[src/rtl/ic_pkg.sv]
package ic_pkg;
  localparam int PRIO_W = 3;
  typedef enum logic {ST_IDLE, ST_HOLD} ic_state_e;
endpackage

[src/rtl/ic_pending.sv]
module ic_pending #(
  parameter int W = 8
) (
  input  logic         clk,
  input  logic         rst_n,
  input  logic [W-1:0] set_i,
  input  logic [W-1:0] clr_i,
  output logic [W-1:0] pend_o
);
  logic [W-1:0] pend_d;

  // a set in the same cycle as a clear wins, so nothing is lost
  for (genvar g = 0; g < W; g++) begin : g_bit
    always_comb pend_d[g] = (pend_o[g] & ~clr_i[g]) | set_i[g];
  end

  always_ff @(posedge clk or negedge rst_n) begin
    if (!rst_n) pend_o <= '0;
    else        pend_o <= pend_d;
  end
endmodule

[src/rtl/ic_arbiter.sv]
module ic_arbiter
  import ic_pkg::*;
#(
  parameter int NUM_TRAP = 8,
  parameter int NUM_SRC  = 32,
  parameter int IDX_W    = 7
) (
  input  logic [NUM_TRAP-1:0]       trap_pend_i,
  input  logic [NUM_SRC-1:0]        src_pend_i,
  input  logic [NUM_SRC-1:0]        src_en_i,
  input  logic [PRIO_W*NUM_SRC-1:0] src_prio_i,
  input  logic [PRIO_W-1:0]         cpu_prio_i,
  output logic                      win_valid_o,
  output logic [IDX_W-1:0]          win_idx_o
);
  logic [NUM_SRC-1:0] qual;
  logic [PRIO_W-1:0]  lvl [NUM_SRC];

  for (genvar g = 0; g < NUM_SRC; g++) begin : g_qual
    assign lvl[g]  = src_prio_i[PRIO_W*g +: PRIO_W];
    assign qual[g] = src_pend_i[g] & src_en_i[g] & (lvl[g] > cpu_prio_i);
  end

  logic [PRIO_W-1:0] best_lvl;
  logic [IDX_W-1:0]  best_src;
  logic              trap_hit;
  logic [IDX_W-1:0]  trap_idx;

  always_comb begin
    best_lvl = '0;
    best_src = '0;
    // strict compare while scanning upward keeps the lower index on ties
    for (int i = 0; i < NUM_SRC; i++) begin
      if (qual[i] && (lvl[i] > best_lvl)) begin
        best_lvl = lvl[i];
        best_src = IDX_W'(i);
      end
    end
    trap_hit = 1'b0;
    trap_idx = '0;
    for (int t = NUM_TRAP - 1; t >= 0; t--) begin
      if (trap_pend_i[t]) begin
        trap_hit = 1'b1;
        trap_idx = IDX_W'(t);
      end
    end
    win_valid_o = trap_hit | (best_lvl != '0);
    win_idx_o   = trap_hit ? trap_idx : (IDX_W'(NUM_TRAP) + best_src);
  end
endmodule

[src/rtl/ic_vector_gen.sv]
module ic_vector_gen #(
  parameter int              IDX_W    = 7,
  parameter int              ADDR_W   = 24,
  parameter logic [ADDR_W-1:0] PRI_BASE = 24'h000004,
  parameter logic [ADDR_W-1:0] ALT_BASE = 24'h000104
) (
  input  logic [IDX_W-1:0]  idx_i,
  input  logic              alt_i,
  output logic [ADDR_W-1:0] addr_o
);
  logic [ADDR_W-1:0] base;
  always_comb begin
    base   = alt_i ? ALT_BASE : PRI_BASE;
    addr_o = base + (ADDR_W'(idx_i) << 1);
  end
endmodule

[src/rtl/ic_vectored_irq.sv]
module ic_vectored_irq
  import ic_pkg::*;
#(
  parameter int NUM_SRC       = 32,
  parameter int NUM_TRAP      = 8,
  parameter int TABLE_ENTRIES = 126,
  parameter int ADDR_W        = 24,
  parameter int PRI_BASE      = 4
) (
  input  logic                          clk,
  input  logic                          rst_n,
  input  logic [NUM_SRC-1:0]            irq_i,
  input  logic [NUM_TRAP-1:0]           trap_i,
  input  logic [NUM_SRC-1:0]            irq_en_i,
  input  logic [3*NUM_SRC-1:0]          irq_prio_i,
  input  logic [2:0]                    cpu_prio_i,
  input  logic                          alt_sel_i,
  input  logic                          ack_i,
  output logic                          req_o,
  output logic [$clog2(TABLE_ENTRIES)-1:0] vec_idx_o,
  output logic [ADDR_W-1:0]             vec_addr_o
);
  localparam int IDX_W     = $clog2(TABLE_ENTRIES);
  localparam int TBL_BYTES = TABLE_ENTRIES * 2;
  localparam int ALT_OFF   = ((TBL_BYTES + 255) / 256) * 256;
  localparam logic [ADDR_W-1:0] PRI_A = ADDR_W'(PRI_BASE);
  localparam logic [ADDR_W-1:0] ALT_A = ADDR_W'(PRI_BASE + ALT_OFF);

  logic [NUM_TRAP-1:0] trap_pend, trap_clr;
  logic [NUM_SRC-1:0]  src_pend, src_clr;
  logic                win_valid;
  logic [IDX_W-1:0]    win_idx;
  logic [ADDR_W-1:0]   win_addr;

  ic_state_e         state_q, state_d;
  logic [IDX_W-1:0]  idx_q;
  logic [ADDR_W-1:0] addr_q;
  logic              load_en;
  logic              ack_hold;

  ic_pending #(.W(NUM_TRAP)) u_trap_pend (
    .clk(clk), .rst_n(rst_n), .set_i(trap_i), .clr_i(trap_clr), .pend_o(trap_pend)
  );

  ic_pending #(.W(NUM_SRC)) u_src_pend (
    .clk(clk), .rst_n(rst_n), .set_i(irq_i), .clr_i(src_clr), .pend_o(src_pend)
  );

  ic_arbiter #(.NUM_TRAP(NUM_TRAP), .NUM_SRC(NUM_SRC), .IDX_W(IDX_W)) u_arb (
    .trap_pend_i(trap_pend),
    .src_pend_i (src_pend),
    .src_en_i   (irq_en_i),
    .src_prio_i (irq_prio_i),
    .cpu_prio_i (cpu_prio_i),
    .win_valid_o(win_valid),
    .win_idx_o  (win_idx)
  );

  ic_vector_gen #(.IDX_W(IDX_W), .ADDR_W(ADDR_W), .PRI_BASE(PRI_A), .ALT_BASE(ALT_A)) u_vgen (
    .idx_i (win_idx),
    .alt_i (alt_sel_i),
    .addr_o(win_addr)
  );

  // next-state logic
  always_comb begin
    state_d  = state_q;
    load_en  = 1'b0;
    ack_hold = 1'b0;
    unique case (state_q)
      ST_IDLE: if (win_valid) begin
        state_d = ST_HOLD;
        load_en = 1'b1;
      end
      ST_HOLD: if (ack_i) begin
        state_d  = ST_IDLE;
        ack_hold = 1'b1;
      end
      default: state_d = ST_IDLE;
    endcase
  end

  for (genvar t = 0; t < NUM_TRAP; t++) begin : g_trap_clr
    assign trap_clr[t] = ack_hold && (idx_q == IDX_W'(t));
  end
  for (genvar s = 0; s < NUM_SRC; s++) begin : g_src_clr
    assign src_clr[s] = ack_hold && (idx_q == IDX_W'(NUM_TRAP + s));
  end

  // registers
  always_ff @(posedge clk or negedge rst_n) begin
    if (!rst_n) state_q <= ST_IDLE;
    else        state_q <= state_d;
  end

  always_ff @(posedge clk or negedge rst_n) begin
    if (!rst_n) begin
      idx_q  <= '0;
      addr_q <= '0;
    end else if (load_en) begin
      idx_q  <= win_idx;
      addr_q <= win_addr;
    end
  end

  assign req_o      = (state_q == ST_HOLD);
  assign vec_idx_o  = idx_q;
  assign vec_addr_o = addr_q;
endmodule

[config.mk]
export PLATFORM = sky130hd
export DESIGN_NAME = ic_vectored_irq
export DESIGN_NICKNAME = d
export VERILOG_FILES = /design/src/rtl/ic_pkg.sv /design/src/rtl/ic_pending.sv /design/src/rtl/ic_arbiter.sv /design/src/rtl/ic_vector_gen.sv /design/src/rtl/ic_vectored_irq.sv
export SDC_FILE = /design/constraint.sdc
export NUM_CORES = 1
export LEC_CHECK = 0
export ABC_AREA = 1
export CORE_MARGIN = 2
export CORE_UTILIZATION = 53
export CTS_CLUSTER_SIZE = 16
export DETAILED_ROUTE_END_ITERATION = 16
export GPL_TIMING_DRIVEN = 0
export HOLD_SLACK_MARGIN = 0.08
export PLACE_DENSITY_LB_ADDON = 0.12
export REMOVE_ABC_BUFFERS = 1
export SLEW_MARGIN = 20
export SYNTH_ARGS = -nofsm -noshare
export SYNTH_HDL_FRONTEND = slang
export SYNTH_SLANG_ARGS = --single-unit
[constraint.sdc]
create_clock -name clk -period 37.8 [get_ports clk]
set_input_delay 9.45 -clock clk [delete_from_list [all_inputs] [get_ports clk]]
set_output_delay 9.45 -clock clk [all_outputs]
set_load 0.01 [all_outputs]
Word-level counts from Yosys, hierarchy flattened
Cells that the tools add are included.

cells by class
  add/subtract/negate cells = 2
  order comparisons = 64
  equal/unequal tests = 39
  mux-type cells = 87
  bitwise gates (word level) = 186
  reductions and logical operators = 74

operators by type and width
  kind                 number
  $gt 3x3->1           63
  $mux 3               44
  $eq 7x5->1 const B   16
  $and 1x1->1          104
  $mux 5               16
  $logic_and 1x1->1    72
  $eq 7x4->1 const B   8
  $eq 7x6->1 const B   8
  $not 1->1            41
  $or 1x1->1           41
  $mux 4               8
  $eq 7x3->1 const B   4
  $add 24x8->24        1
  $eq 7x2->1 const B   2
  $mux 1               14
  $mux 9               1
  $eq 7x1->1 const B   1
  $logic_not 7->1      1
  $mux 7               1
  $add 4x5->6 const A  1
  $mux 2               2
  $gt 3x1->1 const B   1
  $reduce_bool 3->1    1
  $pmux 1 s2           1

word-level totals
  bits in registers = 72
  bits of input ports = 175
  output and inout port bits = 32
  logic and storage cells = 457

Longest topological paths before layout
Gate-level depths: netlist of run 1.

  depth in word-level cells = 101
  depth in mapped cells = 260
  mapped depth without buffers = 260

Cells and area by module
From an unflattened synthesis of run 1, not the netlist that was laid out.

unflattened totals
  cell total of the unflattened synthesis = 1,461
  area total of the unflattened synthesis = 9,796.9 um^2

modules (own cells, without submodules)
  module                    times used  cells each  area an instance (um^2)  sequential area each (um^2)
  ic_arbiter                1           1,001       6,361.1                  0.0
  ic_vectored_irq           1           218         1,574.0                  800.8
  ic_pending (u_src_pend)   1           160         1,281.2                  800.8
  ic_pending (u_trap_pend)  1           40          320.3                    200.2
  ic_vector_gen             1           42          260.2                    0.0

Least setup slack after synthesis of run 1
Ideal clock, no wire load.

  kind = input to register
  start = input port cpu_prio_i[2]
  end = register addr_q[7], in the netlist vec_addr_o[7]
  setup time = 0.065 ns
  arrival time = 41.664 ns
  required time = 37.735 ns
  slack = -3.929 ns
  cell stages on the path = 236
  buffers on the path = 0
  cell sequence = inv_1 -> ha_1 -> nand3_1 -> nand2_1 -> inv_2 -> nand2_2 -> nor2_1 -> inv_1 -> ha_1 -> a21oi_1 -> nand2_1 -> nand3_2 -> nand2_1 -> and2_1 -> ha_1 -> nand3_1 -> nand2_1 -> nor2_4 -> [... 200 more ...] -> inv_1 -> nand2_1 -> and2_1 -> ha_1 -> nand2_1 -> o211ai_1 -> a31oi_1 -> nand3_1 -> nand2_1 -> nor4_1 -> nand2_1 -> ha_1 -> nand2_1 -> inv_1 -> nand3_1 -> nor2_1 -> nand3_1 -> nand2_1

on the way
  longest elaborated chain between the ends = 101
  elaborated cells between the ends (all ways) = 197
  those cells by class = add/sub: 2; order compare: 63; mux: 66; bitwise: 33; reduce/logical: 33

RTL lines
  item                                                  line                    text
  start, declared                                       ic_vectored_irq.sv:16   input logic [2:0] cpu_prio_i,
  branches (longest 101 deep; another with $gt 3x3->1)  --
  end signal, assigned                                  ic_vectored_irq.sv:102  addr_q <= win_addr;
  end, declared                                         ic_vectored_irq.sv:37   logic [ADDR_W-1:0] addr_q;

Parallel ways; which one is timed is not known.
A chain may end at the register's enable or synchronous reset.

Worst setup path after layout of run 1
  start = input port cpu_prio_i[2]
  end = register addr_q[6], in the netlist vec_addr_o[6]

The elaborated chain is that of the path after synthesis.

==> metrics, run 1 <==
status=finished with violations; failing checks=negative setup slack; dpl cell area=11,170 um2; setup ws final=-3.104 ns; clk_skew=0.006808 ns; final WL=41,010 um; CP Capture Type=flip-flop; Initial DRC Count=1,361; Layout area overhead=62.49%; maximum VDD drop=0.05614 mV; core box area=16,640 um2; Reg power frac=6.6%; Synth area leader=ha_1; CP Buf/Inv Count=22; initial antenna violation count=1; P_leak=0.007257 uW; Pwr per Cell Area=66.20 nW/um2; Crit-path slowest cell=nor3_2; clock buffer depth=2; asr flop ratio synth=100.0%; CTS Buf Count=5; routed wire length per instance=20.88 um; largest net degree at the start of global routing=55; design area=14,720 um2; row cnt=47; Clock H-tree levels=2; Synth area leaders=ha_1 19%, dfrtp_1 15%, nand2_1 13%; setup_tns=-40.56 ns; top-level I/O count=207; Post-synth top cells=317 x nand2_1, 171 x inv_1, 145 x nand3_1; Max Fclk=24.45 MHz; GRT Total Usage=35.29%; Sw Pwr=481.9 uW; Die W=134.7 um; kind of critical path=in -> reg; Setup violations, final=14; CTS Root Cell=clkbuf_16; internal power=492.6 uW; die area=18,160 um2; die height=134.7 um; first-pass GRT wire length=52,290 um; fraction of the yosys area taken by sequential cells=14.92%; EDFF count, synth=0; arrival time worst endpoint=41.14 ns; HP Class=reg -> reg; dominant synthesized flop cell=dfrtp_1; DP Wirelength=20,810 um; Clk Latency, worst-skew pair=0.30 ns; CTS Sinks=54; Slew HR=49.13%; Worst EP required=38.03 ns; Max FO, Critical Path=5; switching portion of total power=49.45%; CP delay by family, top=simple AND/OR/NAND/NOR gates; Synth Area per Inst=6.786 um2; Clock Power Share=5.4%; NumNets Final=2,056; DRT antenna net count=0; cell with the most instances after synthesis=nand2_1; via/cell ratio=6.208; Final period util=108.2%; Buffers on Ports=189; gpl congestion=0.9057; # fillers=805; TritonRoute pass-1 iters=8; DR vias=12,190; Final Critical Period=40.90 ns; vias in the first global route=11,180; Fin. Hold Viols=0; max_cap viols=0; CTS clk-pin slew, worst paths=0.07 ns; measured slew at the worst slew-check pin=0.7622 ns; cell mode on critical path=nand2_4; CP Launch Type=input port; Comb pwr share=88.0%; fraction of layout cells with a size suffix above 1=36.55%; RSZ-0062 raised after global routing=yes; YS warnings=0; final routed DRC violation total=0; post-synth cell types=51; post-synthesis register bit count=54; starting density of the core=54.44%; Post-Synthesis Cell Area=9060 um2; Mapped Cells=1,335; CTS tree=done; fin util=88.46%; grt total ovfl=0; Slowest Stage Delay on Critical Path=0.43 ns; post-synth top area share=19.20%; Slew Limit Fails=0
## power by group through the flow
stage                     Clock (uW)  Sequential (uW)  Combinational, uW
after CTS                       52.5             63.5                673
after detailed placement           0             64.5                430
after global placement             0             64.4                419
after floorplan                    0             65.3                334
final                           53.0             64.0                857
after global routing            54.8             64.1                905
## cells in the final DEF (no fill, tap or decap), drive strengths merged, types with 5 or more instances in the layout
cell type and n:
nand2 404, buf 223, nand3 198, inv 195
clkdlybuf4s50 181, ha 139, o21ai 99, nor2 60
dfrtp 54, a21oi 44, or2 25, nand4 22
conb 17, a211oi 11, a311oi 11, o21bai 7
nor3 6, clkbuf 5, a21boi 5, a31oi 5
## cell families (layout without fill, tap and decap cells)
logic type | after synthesis | after routing | synth area share, %
AOI/OAI and AO/OA | 194 | 194 | 13.06
adders and majority gates | 139 | 139 | 19.20
buffers and inverters | 223 | 613 | 10.45
and+or+nand+nor | 721 | 723 | 42.04
DFF | 54 | 54 | 14.92
other | 1 | 18 | 0.04139
xor gates and xnor gates | 3 | 3 | 0.2901
## worst reg2reg max path: cells and delay by family, from the launching register on
family,cells,cell delay (ns)
and+or+nand+nor,155,16.48
adders and majority gates,29,7.62
AOI/OAI and AO/OA,37,4.37
buffers and inverters,22,2.60
DFF,1,0.39
xor gates and xnor gates,1,0.22
## routing by layer
layer  track usage [%]  up-vias  share of wire (%)  wire length, um
met1             40.10     5609                 34            14090
met4             18.42        0                9.1             3726
met2             63.82      950                 48            19620
li1                  -     5276                  -                -
met5                 0        -                  0                0
met3             5.180      357                8.7             3569
## sequential cells by signal, summed over array words and instances, names as in the netlist
name	flops
req_o	1
u_src_pend.pend_o	32
u_trap_pend.pend_o	8
vec_addr_o	7
vec_idx_o	6
## stage by stage
step	std cells	worst slack (ns)	total power (uW)	hold slack [ns]
global route	1964	-4.165	1024	0.5554
CTS	1913	-1.429	789.1	0.5161
finish	1964	-3.104	974.5	0.5241
detailed placement	1740	-8.622	494.3	0.5001
floorplan	1328	-3.944	398.9	0.4678
global placement	1737	-9.012	483.6	0.4858
## layout make-up
class	instances	area, um2	share of cell area (%)
inverter	200	789.5	5.363
timing repair buffer	405	3595	24.42
sequential	54	1351	9.179
tap	220	275.3	1.870
clock inverter	3	40.04	0.2720
clock buffer	5	125.1	0.8499
multi-input combinational	1076	8543	58.03
antenna	1	2.502	0.01700
## worst paths after layout
kind / from / to / slack (ns) / cells after the start
max in group asynchronous: rst_n / u_src_pend.pend_o[1] / 28.12 / 1
max: cpu_prio_i[2] / vec_addr_o[6] / -3.10 / 245
max reg2reg: u_src_pend.pend_o[0] / vec_addr_o[6] / 6.03 / 244
min reg2reg: u_src_pend.pend_o[12] / u_src_pend.pend_o[12] / 0.52 / 2
min: u_src_pend.pend_o[12] / u_src_pend.pend_o[12] / 0.52 / 2
min in group asynchronous: rst_n / u_src_pend.pend_o[30] / 9.20 / 1
## repair_timing
action / 4_1_cts / 5_1_grt
endpoints found under the setup margin: 14 / 14
gates cloned: 2 / 0
pin swaps: 222 / 178
hold buffers: 0 / 0
gates resized for setup: 287 / 111
setup buffers: 163 / 54
Note: power is estimated with default switching activity, not from simulation.
==> inputs of run 2 (changes only) <==
--- a/config.mk
+++ b/config.mk
@@ -7,7 +7,7 @@
 export LEC_CHECK = 0
 export ABC_AREA = 1
 export CORE_MARGIN = 2
-export CORE_UTILIZATION = 53
+export CORE_UTILIZATION = 48
 export CTS_CLUSTER_SIZE = 16
 export DETAILED_ROUTE_END_ITERATION = 16
 export GPL_TIMING_DRIVEN = 0
==> constraint.sdc (replaced) <==
create_clock -name clk -period 36.2 [get_ports clk]
set_input_delay 9.05 -clock clk [delete_from_list [all_inputs] [get_ports clk]]
set_output_delay 9.05 -clock clk [all_outputs]
set_load 0.01 [all_outputs]
==> run 2 against run 1 <==
The flow still finishes with violations (negative setup slack); count of clock-buffer cells in the layout up 2; clock skew up 0.0037 ns; global-route usage down 4.9 points; total power down 0.99%; flip-flop and latch count unchanged; die area up 10%; register-to-register slack worse by 0.37 ns; via count down 11%; combinational power down 1%; core utilization down 9.5 points; worst setup slack better by 0.088 ns.
==> metrics, run 2 (same netlist as run 1, synthesis figures left out) <==
gpl congestion=0.9031 (-0.29%); GRT Total Usage=30.39% (-4.9 points); Final Critical Period=39.22 ns; CTS tree=done; CP Capture Type=flip-flop; kind of critical path=in -> reg; clock buffer depth=2 (unchanged); Clock H-tree levels=2 (unchanged); final WL=34,430 um (-16%); switching portion of total power=48.46% (-0.99 points); P_leak=0.007245 uW (-0.17%); TritonRoute pass-1 iters=5 (-3); design area=14,710 um2 (about the same); Crit Reg-Reg Startpoint=u_src_pend.pend_o[0]; worst r2r path cells=247 (+1.2%); Worst EP required=36.44 ns (-1.59 ns); Max FO, Critical Path=5 (unchanged); Biggest register=u_src_pend.pend_o; CTS Sinks=54 (unchanged); Slowest Stage Delay on Critical Path=0.33 ns (-0.10 ns); worst hold margin=0.5128 ns (-0.01131 ns); Clock Power Share=5.4% (about the same); CP delay by family, top=simple AND/OR/NAND/NOR gates; Die W=141.4 um (+4.9%); top-level I/O count=207 (unchanged); via/cell ratio=5.531 (-11%); cell mode on critical path=nand2_4; DRT antenna net count=0 (unchanged); Sw Pwr=467.5 uW (-3.0%); arrival time worst endpoint=39.45 ns (-1.69 ns); Crit-path slowest cell=nor4_4; Reg power frac=6.9% (+0.3 points); Slew Limit Fails=0 (unchanged); Fin. Hold Viols=0 (unchanged); DP Wirelength=21,410 um (+2.9%); dpl cell area=11,200 um2 (+0.22%); starting density of the core=48.60% (-5.8 points); Clk Latency, worst-skew pair=0.30 ns (about the same); Pwr per Cell Area=65.57 nW/um2 (-0.94%); measured slew at the worst slew-check pin=0.7309 ns (-0.03131 ns); max_cap viols=0 (unchanged); CP startpoint=cpu_prio_i[2]; hold path depth=2 (unchanged); Setup violations, final=14 (unchanged); largest net degree at the start of global routing=55 (unchanged); die area=19,990 um2 (+10%); grt total ovfl=0 (unchanged); first-pass GRT wire length=49,380 um (-5.6%); Buffers on Ports=189 (unchanged); DP Worst Slack=-9.862 ns (-1.240 ns); DR vias=10,860 (-11%); CP Depth=248 (+1.2%); failing checks=negative setup slack; row cnt=50 (+6.4%); Slew HR=51.27% (+2.1 points); fraction of layout cells with a size suffix above 1=36.38% (-0.17 points); Final period util=108.3%; CTS Root Cell=clkbuf_16; final routed DRC violation total=0 (unchanged); maximum VDD drop=0.05909 mV (+5.3%); Layout area overhead=62.41% (about the same); CP Launch Type=input port; CTS Buf Count=5 (unchanged); HP Start=u_src_pend.pend_o[10]; CTS clk-pin slew, worst paths=0.07 ns (about the same); setup ws final=-3.017 ns (+0.08778 ns); Comb pwr share=87.7% (-0.3 points); initial antenna violation count=1 (unchanged); commonest non-fill, non-tap cell in the layout=nand2_1; internal power=497.3 uW (+0.95%); NumNets Final=2,042 (-0.68%); CTS Hold Buffers Added=0 (unchanged); most frequent cells in the layout=257 x nand2_1, 194 x buf_4, 181 x clkdlybuf4s50_1, 163 x inv_1, 124 x nand3_1; routed wire length per instance=17.54 um (-16%); Initial DRC Count=576 (-58%); max reg flops=32 (unchanged); HP Class=reg -> reg; clk_skew=0.01051 ns (+0.003703 ns); Max Fclk=25.50 MHz; CP Buf/Inv Count=18 (-18%); antenna fix cells=0 (-1); RSZ-0062 raised after global routing=yes; vias in the first global route=10,260 (-8.3%); die height=141.4 um (+4.9%); core box area=18,640 um2 (+12%); fin util=78.93% (-9.5 points); # fillers=1,255 (+56%); status=finished with violations
## run 2: worst reg2reg max path, delay by kind of cell (launching register included)
family | cells | cell delay, ns
simple gates | 161 | 15.50
fa+ha+maj | 31 | 8.39
compound gates | 37 | 4.43
buf+inv | 18 | 1.74
flops | 1 | 0.39
## run 2: worst paths after layout
path,to,slack [ns]
worst max-delay path,vec_addr_o[7],-3.02
worst min-delay path,u_src_pend.pend_o[10],0.51
worst max register to register,vec_addr_o[7],5.66
worst min register to register,u_src_pend.pend_o[10],0.51
max in group asynchronous,u_trap_pend.pend_o[2],26.90
min in group asynchronous,vec_addr_o[3],8.81
## run 2: metrics by stage
step,setup TNS [ns],instances,power (uW)
after global routing,-62.12,1963,1032
after CTS,-39.59,1915,798.0
final,-41.52,1963,964.9
after global placement,-139.50,1751,507.5
after detailed placement,-133.27,1754,517.2
after floorplan,-69.10,1328,416.5
## run 2: area by class of cell
| cell class | instances | area (um2) | share of cell area (%) |
|---|---|---|---|
| clock buffer | 7 | 152.6 | 1.037 |
| clock inverter | 1 | 8.758 | 0.05952 |
| inverter | 200 | 797.0 | 5.417 |
| multi-input combinational | 1076 | 8625 | 58.61 |
| sequential | 54 | 1351 | 9.184 |
| tap | 234 | 292.8 | 1.990 |
| timing repair buffer | 390 | 3478 | 23.64 |
| timing repair inverter | 1 | 8.758 | 0.05952 |
## run 2: what timing repair did
item                       CTS  global route
hold endpoints to repair     0             0
gates resized for setup    296           131
setup buffers              151            50
gates cloned                 4             0
setup endpoints to repair   14            14
pin swaps                  215           190
## run 2: layer usage
layer	vias up	wire [um]	global-route usage (%)	part of all wire, %
met4	2	1593	10.53	4.6
li1	5251	-	-	-
met5	-	15	0	0.044
met1	5049	13510	36.47	39
met3	141	1926	4.252	5.6
met2	415	17380	55.47	50
## run 2: power groups by stage
stage	Combinational, uW	Sequential (uW)	Clock, uW
after floorplan	348	68.2	0
after global placement	440	67.2	0
after detailed placement	450	67.6	0
after CTS	679	66.5	52.2
after global routing	910	67.0	54.9
final	846	66.8	52.2
==> inputs of run 3 (changes only) <==
--- a/config.mk
+++ b/config.mk
@@ -6,6 +6,7 @@
 export NUM_CORES = 1
 export LEC_CHECK = 0
 export ABC_AREA = 1
+export ABC_CLOCK_PERIOD_IN_PS = 36200
 export CORE_MARGIN = 2
 export CORE_UTILIZATION = 48
 export CTS_CLUSTER_SIZE = 16
==> results of run 3 <==
Same layout as run 2: the final DEF is identical, and so are final timing and power.
